`src/rtl/tlb_pkg.sv`:
```
package tlb_pkg;
   typedef enum logic {
      REPL_FIFO = 1'b0,
      REPL_LFSR = 1'b1
   } repl_e;

   localparam int MIN_SLOTS = 32;
   localparam int MAX_SLOTS = 128;
endpackage

```
`src/rtl/tlb_match.sv`:
```
module tlb_match #(
   parameter int N     = 32,
   parameter int TAG_W = 20,
   parameter int IDX_W = $clog2(N)
) (
   input  logic [N-1:0]     valid_i,
   input  logic [TAG_W-1:0] tag_i [N],
   input  logic [TAG_W-1:0] key_i,
   output logic [N-1:0]     vec_o,
   output logic             any_o,
   output logic [IDX_W-1:0] idx_o
);
   for (genvar g = 0; g < N; g++) begin : g_cmp
      assign vec_o[g] = valid_i[g] && (tag_i[g] == key_i);
   end

   assign any_o = |vec_o;

   always_comb begin
      idx_o = '0;
      for (int i = 0; i < N; i++) begin
         if (vec_o[i]) idx_o = idx_o | IDX_W'(i);
      end
   end
endmodule

```
`src/rtl/tlb_victim.sv`:
```
module tlb_victim
   import tlb_pkg::*;
#(
   parameter int    N     = 32,
   parameter int    IDX_W = $clog2(N),
   parameter repl_e MODE  = REPL_FIFO
) (
   input  logic             clk,
   input  logic             rst_n,
   input  logic             clear_i,
   input  logic             advance_i,
   output logic [IDX_W-1:0] idx_o
);
   if (MODE == REPL_FIFO) begin : g_fifo
      logic [IDX_W-1:0] ptr_q;
      always_ff @(posedge clk) begin
         if (!rst_n || clear_i) ptr_q <= '0;
         else if (advance_i) ptr_q <= (ptr_q == IDX_W'(N - 1)) ? '0 : ptr_q + 1'b1;
      end
      assign idx_o = ptr_q;


      fifo_step_chk: assert property (@(posedge clk) disable iff (!rst_n)
         (advance_i && !clear_i) |=>
            (idx_o == (($past(idx_o) == IDX_W'(N - 1)) ? '0 : $past(idx_o) + 1'b1)));
   end else begin : g_lfsr
      logic [15:0] lfsr_q;
      always_ff @(posedge clk) begin
         if (!rst_n) lfsr_q <= 16'hACE1;
         else if (advance_i) lfsr_q <= {lfsr_q[14:0], lfsr_q[15] ^ lfsr_q[13] ^ lfsr_q[12] ^ lfsr_q[10]};
      end
      assign idx_o = IDX_W'(lfsr_q % 16'(N));
   end
endmodule

```
`src/rtl/tlb_xlate.sv`:
```
module tlb_xlate
   import tlb_pkg::*;
#(
   parameter int    VPN_W   = 20,
   parameter int    OFS_W   = 12,
   parameter int    PPN_W   = 20,
   parameter int    ENTRIES = 32,
   parameter repl_e REPL    = REPL_FIFO,
   localparam int   VA_W    = VPN_W + OFS_W,
   localparam int   PA_W    = PPN_W + OFS_W
) (
   input  logic             clk,
   input  logic             rst_n,
   input  logic             lk_valid,
   input  logic [VA_W-1:0]  lk_vaddr,
   input  logic             lk_store,
   input  logic             lk_user,
   output logic             lk_hit,
   output logic             lk_miss,
   output logic             lk_fault,
   output logic             lk_dirty,
   output logic [PA_W-1:0]  lk_paddr,
   input  logic             fill_en,
   input  logic [VPN_W-1:0] fill_vpn,
   input  logic [PPN_W-1:0] fill_ppn,
   input  logic             fill_rd,
   input  logic             fill_wr,
   input  logic             flush
);
   localparam int IDX_W = $clog2(ENTRIES);

   if (ENTRIES < MIN_SLOTS || ENTRIES > MAX_SLOTS) begin : g_bad_entries
      $error("tlb_xlate: ENTRIES outside supported range");
   end
   if (VPN_W < 1 || PPN_W < 1 || OFS_W < 1) begin : g_bad_widths
      $error("tlb_xlate: field widths must be positive");
   end

   logic [ENTRIES-1:0] v_q, rd_q, wr_q, d_q;
   logic [VPN_W-1:0]   tag_q [ENTRIES];
   logic [PPN_W-1:0]   ppn_q [ENTRIES];

   logic [VPN_W-1:0]   lk_vpn;
   logic [ENTRIES-1:0] lk_vec, fl_vec;
   logic               lk_any, fl_any;
   logic [IDX_W-1:0]   lk_idx, fl_idx, vic_idx, wr_idx;
   logic               deny, set_dirty, alloc;

   assign lk_vpn = lk_vaddr[VA_W-1:OFS_W];

   tlb_match #(.N(ENTRIES), .TAG_W(VPN_W), .IDX_W(IDX_W)) u_lk_match (
      .valid_i(v_q), .tag_i(tag_q), .key_i(lk_vpn),
      .vec_o(lk_vec), .any_o(lk_any), .idx_o(lk_idx)
   );

   tlb_match #(.N(ENTRIES), .TAG_W(VPN_W), .IDX_W(IDX_W)) u_fl_match (
      .valid_i(v_q), .tag_i(tag_q), .key_i(fill_vpn),
      .vec_o(fl_vec), .any_o(fl_any), .idx_o(fl_idx)
   );

   assign alloc = fill_en && !flush && !fl_any;

   tlb_victim #(.N(ENTRIES), .IDX_W(IDX_W), .MODE(REPL)) u_victim (
      .clk(clk), .rst_n(rst_n), .clear_i(flush),
      .advance_i(alloc), .idx_o(vic_idx)
   );

   // lookup and access check
   assign lk_hit   = lk_valid && lk_any;
   assign lk_miss  = lk_valid && !lk_any;
   assign deny     = lk_user && (lk_store ? !wr_q[lk_idx] : !rd_q[lk_idx]);
   assign lk_fault = lk_hit && deny;
   assign lk_dirty = lk_hit && d_q[lk_idx];
   assign lk_paddr = {ppn_q[lk_idx], lk_vaddr[OFS_W-1:0]};

   assign set_dirty = lk_hit && lk_store && !deny;
   assign wr_idx    = fl_any ? fl_idx : vic_idx;

   always_ff @(posedge clk) begin
      if (!rst_n || flush) begin
         v_q <= '0;
      end else begin
         if (set_dirty) d_q[lk_idx] <= 1'b1;
         if (fill_en) begin
            v_q[wr_idx]   <= 1'b1;
            rd_q[wr_idx]  <= fill_rd;
            wr_q[wr_idx]  <= fill_wr;
            d_q[wr_idx]   <= 1'b0;
            tag_q[wr_idx] <= fill_vpn;
            ppn_q[wr_idx] <= fill_ppn;
         end
      end
   end


   hit_miss_xor_chk: assert property (@(posedge clk) disable iff (!rst_n)
      lk_valid |-> (lk_hit != lk_miss));

   fault_needs_hit_chk: assert property (@(posedge clk) disable iff (!rst_n)
      lk_fault |-> lk_hit);

   no_dup_tag_chk: assert property (@(posedge clk) disable iff (!rst_n)
      $onehot0(lk_vec));

   flush_empties_chk: assert property (@(posedge clk) disable iff (!rst_n)
      flush |=> !lk_hit);

   fill_visible_chk: assert property (@(posedge clk) disable iff (!rst_n)
      (fill_en && !flush) |=> (!(lk_valid && lk_vpn == $past(fill_vpn)) || lk_hit));

   dirty_after_store_chk: assert property (@(posedge clk) disable iff (!rst_n)
      (set_dirty && !flush && !fill_en) |=>
         (!(lk_valid && lk_vpn == $past(lk_vpn)) || lk_dirty));
endmodule

```
`config.mk`:
```
export PLATFORM = sky130hd
export DESIGN_NAME = tlb_xlate
export DESIGN_NICKNAME = d
export VERILOG_FILES = /design/src/rtl/tlb_pkg.sv /design/src/rtl/tlb_match.sv /design/src/rtl/tlb_victim.sv /design/src/rtl/tlb_xlate.sv
export SDC_FILE = /design/constraint.sdc
export NUM_CORES = 2
export LEC_CHECK = 0
export BUFFER_PORTS_ARGS = -buffer_cell sky130_fd_sc_hd__buf_2
export CORE_MARGIN = 4
export CORE_UTILIZATION = 23
export DETAILED_ROUTE_END_ITERATION = 8
export GPL_ROUTABILITY_DRIVEN = 0
export SKIP_CTS_REPAIR_TIMING = 1
export SLEW_MARGIN = 20
export SYNTH_ARGS = -nofsm -noshare
export SYNTH_HDL_FRONTEND = slang
export SYNTH_SLANG_ARGS = --single-unit
```
`constraint.sdc`:
```
create_clock -name clk -period 9.65 [get_ports clk]
set_input_delay 1.93 -clock clk [delete_from_list [all_inputs] [get_ports clk]]
set_output_delay 1.93 -clock clk [all_outputs]
set_load 0.03 [all_outputs]
```
* After elaboration in Yosys (flattened, before gate mapping)
Memory sizes are Yosys's and may differ from the RTL's. Index checks and enable logic that the tools add are counted.
Storage, ports and cells: bits in registers 773, bits in latches 0, RAM bits 640, bits in read-only memories 0, input bits 81, memories 1
Memory list:
- ppn_q | words 32, width 20, read ports 1, clocked after Yosys merged registers in 0, write ports 1, RTL line tlb_xlate.sv:41 | logic [PPN_W-1:0] ppn_q [ENTRIES];
Cells by class: $add $sub $neg 1, multipliers 0, divide/modulo/power cells 0, magnitude comparators 6, eq/ne operators 65, shift operators 0, multiplexer cells 97, bitwise gates (word level) 6, reductions and logical operators 89
Operators by type and width (count):
- equality test 20 bit | 64
- two-way mux 640 bit | 2
- bitwise mux 640 bit | 1
- two-way mux 32 bit | 10
- two-way mux 5 bit | 36
- demux 20 bit (select 5 bit) | 1
- logical AND 1 bit | 76
- bitwise mux 32 bit | 2
- two-way mux 4 bit | 16
- OR 32 bit | 2
- OR reduction 32 bit | 2
- bitwise AND 32 bit | 1
- inverter 32 bit | 1
- two-way mux 3 bit | 8
- two-way mux 20 bit | 1
- binary-select mux 1 bit (select 5 bit) | 3
- < comparator 5 x 6 -> 1 bit (second input constant) | 2
- two-way mux 1 bit | 11
- demux 1 bit (select 5 bit) | 2
- >= comparator 5 x 1 -> 1 bit (second input constant) | 2
- two-way mux 2 bit | 4
- zero test 1 bit | 7
- >= comparator 6 bit (second input constant) | 1
- < comparator 6 x 1 -> 1 bit (second input constant) | 1
- other kinds (7) | 8

* Longest topological paths before layout
depth in word-level cells 45, mapped depth 18, mapped depth without buffers 12

* By module
Synthesis repeated with hierarchy kept, for this count alone.
Unflattened totals: cells, all modules 4138, area, all modules 65343.9 sq um
By module, submodules not included:
- tlb_xlate | times used 1, cells each 2121, area an instance 49087.1 sq um
- tlb_match | times used 2, cells each 997, area an instance 8000.2 sq um
- tlb_victim | times used 1, cells each 23, area an instance 256.5 sq um

* Worst setup path before layout
Ideal clock, no wire load.
kind in2out, from input lk_vaddr[30], to output lk_dirty, data arrival time 5233 ps, data required time 7720 ps, setup slack 2487 ps, cell stages on the path 16, cells stage by stage buf_4 -> buf_6 -> xor2_1 -> nor4_1 -> and3_1 -> a22oi_2 -> nand3_2 -> nor4_4 -> buf_4 -> buf_4 -> buf_4 -> buf_2 -> nand2_1 -> o211ai_1 -> a21oi_1 -> nor4_1
On the way: longest elaborated chain between the ends 36, elaborated cells between the ends (all ways) 100
Ends and longest elaborated chain:
- start: declaration | RTL line tlb_xlate.sv:15 | input logic [VA_W-1:0] lk_vaddr,
- equality test 20 bit | RTL line tlb_match.sv:14 | assign vec_o[g] = valid_i[g] && (tag_i[g] == key_i);
- logical AND 1 bit | RTL line tlb_match.sv:14
- two-way mux 1 bit | RTL line tlb_match.sv:22 | if (vec_o[i]) idx_o = idx_o | IDX_W'(i);
- two-way mux 2 bit (2 in series) | RTL line tlb_match.sv:22
- two-way mux 3 bit (4 in series) | RTL line tlb_match.sv:22
- two-way mux 4 bit (8 in series) | RTL line tlb_match.sv:22
- two-way mux 5 bit (16 in series) | RTL line tlb_match.sv:22
- binary-select mux 1 bit (select 5 bit) | RTL line tlb_xlate.sv:73 | assign lk_dirty = lk_hit && d_q[lk_idx];
- two-way mux 1 bit (not written as such) | RTL line tlb_xlate.sv:73
- logical AND 1 bit (*) | RTL line tlb_xlate.sv:73
- end: declaration | RTL line tlb_xlate.sv:21 | output logic lk_dirty,
Mark *: on every way between the ends. The rest lies on a longest branch, timed or not. The select of a mux whose other input is x is not followed.

* Final worst setup path
from input lk_vaddr[24], to output lk_paddr[27]
On the way: longest elaborated chain between the ends 34, elaborated cells between the ends (all ways) 94
Ends and longest elaborated chain:
- equality test 20 bit | RTL line tlb_match.sv:14
- logical AND 1 bit | RTL line tlb_match.sv:14
- two-way mux 1 bit | RTL line tlb_match.sv:22
- two-way mux 2 bit (2 in series) | RTL line tlb_match.sv:22
- two-way mux 3 bit (4 in series) | RTL line tlb_match.sv:22
- two-way mux 4 bit (8 in series) | RTL line tlb_match.sv:22
- two-way mux 5 bit (15 in series) | RTL line tlb_match.sv:22
- two-way mux 5 bit (*) | RTL line tlb_match.sv:22
- memory read (32 x 20 bit) (*)
- end: declaration | RTL line tlb_xlate.sv:22 | output logic [PA_W-1:0] lk_paddr,
Mark *: on every way between the ends. The rest lies on a longest branch, timed or not.

==> results.json <==
{
  "layout_commonest_cell": "edfxtp_1",
  "first_pass_iters": 5,
  "hold_viol": 0,
  "maxSlewHeadroom": 0.209,
  "drive_gt1_frac": 0.148,
  "max_slew.worst_pin.slew_ns": 1.17,
  "yosys.area.top_type_share": 0.616,
  "vias_per_cell": 4.66,
  "antenna_left": 0,
  "min_period_ns": 9.27,
  "grt.total_usage": 0.137,
  "syn_to_final_growth_pct": 14.9,
  "htreeDepth": 4,
  "final_nets": 5002,
  "io_buffers": 92,
  "place_ws_ns": 0.544,
  "slowest_stage": "nor4_1",
  "cp_data_arrival_time_ns": 7.34,
  "hp-class": "reg -> reg",
  "fin_hold_ws_ns": 0.486,
  "hpwl_um": 133000,
  "drc": 0,
  "synthTopCellsByArea": "edfxtp_1 (62%), xnor2_1 (12%), xor2_1 (4.5%)",
  "seq_area_frac_synth": 0.627,
  "syn_inst": 4773,
  "cts-root-buf": "clkbuf_16",
  "syn_nets": 4856,
  "power.leakage_nw": 24.7,
  "grt_pass1_vias": 40800,
  "routed_wirelength_um": 214000,
  "vias": 41500,
  "clock.fmax_mhz": 108,
  "synthDistinctLibCells": 69,
  "avgSynthCellArea_um2": 14.1,
  "status": "completed",
  "powerDensity_nw_per_um2": 167,
  "row_count": 197,
  "worstSetupEndpointType": "output pin",
  "final.setup.worst_slack_ns": 0.383,
  "synth-edff-count": 1376,
  "ios": 117,
  "clock_sinks": 1413,
  "crit_path_max_fanout": 14,
  "yosys_warnings": 0,
  "postLayoutCoreUtil": 0.266,
  "die_h_um": 548,
  "path_cells": "buf_2, buf_12, xor2_1, nor4_1, and3_1, a22oi_1, nand4_1, nor4_1, nand2_1, o22ai_1, a221oi_1, nand3_1, buf_2",
  "grt_pass1_wl_um": 301000,
  "maxCapViolations": 0,
  "rsz0062_at_grt": "no",
  "drt-wirelength-per-cell_um": 24.0,
  "grt_max_degree": 85,
  "crit_required_ns": 7.72,
  "start_kind": "input port",
  "grt_overflow_total": 0,
  "clkTransAtPathRegs_ns": 0.06,
  "yosys_register_bits": 1413,
  "tns_ns": 0,
  "most-common-layout-cells": "edfxtp_1 (1376), xnor2_1 (931), xor2_1 (346)",
  "initial_core_util": 0.232,
  "drt_iter0_markers": 5098,
  "cts.path.max_buffers": 4,
  "antenna_found_initial": 20,
  "fin_crit_sh": 0.960,
  "coreArea_um2": 289000,
  "vdd_drop_max_v": 0.000132,
  "cts_buffers": 145,
  "fillers": 29600,
  "die_area_um2": 300000,
  "synthArstFlopShare": 0,
  "cts_tree": "built",
  "criticalPathCategory": "in -> out",
  "yosysTopAreaCell": "edfxtp_1",
  "skew_ns": 0.0538,
  "final-setup-viol-count": 0,
  "max_stage_delay_ns": 0.99,
  "syn_area_um2": 67100,
  "slew_violations": 0,
  "clkLatencyLatePin_ns": 0.82,
  "synth_ff_type": "edfxtp_1",
  "die_x_um": 548
}
[layout make-up]
cell class                      count  area [µm²]  area share
Tap cell                         3880        4850      0.0630
Antenna cell                        1        2.50   0.0000325
Clock buffer                      185        3880      0.0504
Sequential cell                  1413       42100       0.546
Clock inverter                     61         462     0.00599
Timing Repair Buffer              302        2520      0.0328
Multi-Input combinational cell   2999       23000       0.299
Inverter                           58         218     0.00283
[state kept, by name, indices dropped and copies added (netlist names)]
name / count
v_q: 32
ppn_q: 640
wr_q: 32
d_q: 32
u_victim.idx_o: 5
rd_q: 32
tag_q: 640
[path summary, 6_finish.rpt]
check / start / cells past startpoint / endpoint / slack [ns]
max reg2reg: tag_q[626] / 10 / tag_q[409] / 4.00
min: v_q[22] / 2 / v_q[22] / 0.49
max: lk_vaddr[24] / 13 / lk_paddr[27] / 0.38
min reg2reg: v_q[22] / 2 / v_q[22] / 0.49
[critical path: cells and delay by family]
| kind | cells | cell delay [ns] |
|---|---|---|
| buffers and inverters | 3 | 1.31 |
| xor gates and xnor gates | 1 | 0.17 |
| AOI/OAI and AO/OA | 3 | 1.16 |
| and+or+nand+nor | 6 | 2.71 |
[per-stage QoR]
step / area (µm²) / cells / total power [W]
6_report: 77000 / 8899 / 0.0129
4_1_cts: 77000 / 8898 / 0.0129
5_1_grt: 77000 / 8898 / 0.0132
3_3_place_gp: 72700 / 8652 / 0.00760
2_1_floorplan: 67100 / 4773 / 0.00730
3_5_place_dp: 72700 / 8652 / 0.00760
[per-layer routing]
layer	up-vias	track usage	share of wire
met5	-	0	0.000033
met2	2086	0.213	0.45
met3	310	0.0267	0.096
li1	17800	-	-
met1	21300	0.196	0.43
met4	2	0.0298	0.022
[where the power goes]
part           total (W)  internal [W]  switching, W
combinational   0.000734      0.000233      0.000502
clock            0.00538       0.00300       0.00238
sequential       0.00674       0.00674    0.00000612
[cells by family after synthesis]
family | count (synthesis) | synth area share
AOI/OAI and AO/OA | 418 | 0.0397
xor gates and xnor gates | 1280 | 0.168
adders and majority gates | 2 | 0.000373
buffers and inverters | 361 | 0.0336
DFF | 1413 | 0.627
muxes | 362 | 0.0567
and+or+nand+nor | 937 | 0.0750
[cell usage after synthesis, types with 9 or more instances]
cell / n
xor2_1: 346
edfxtp_1: 1376
a211oi_1: 20
nand4_1: 209
nor4_1: 128
xnor2_1: 931
a221oi_1: 18
buf_4: 83
o2111ai_1: 9
o21ai_1: 21
o21a_1: 19
buf_2: 88
buf_6: 53
clkbuf_1: 69
dfxtp_1: 37
nand2b_1: 9
o21ai_0: 166
inv_1: 58
a21oi_1: 65
and2_1: 11
a22oi_1: 43
nor2_1: 125
nor2b_1: 15
nor3_1: 77
mux2_2: 140
nand2_1: 187
nand3_1: 101
and3_1: 40
a21boi_1: 9
mux2i_1: 221
nor4_2: 10
(Power assumes the default switching activity.)
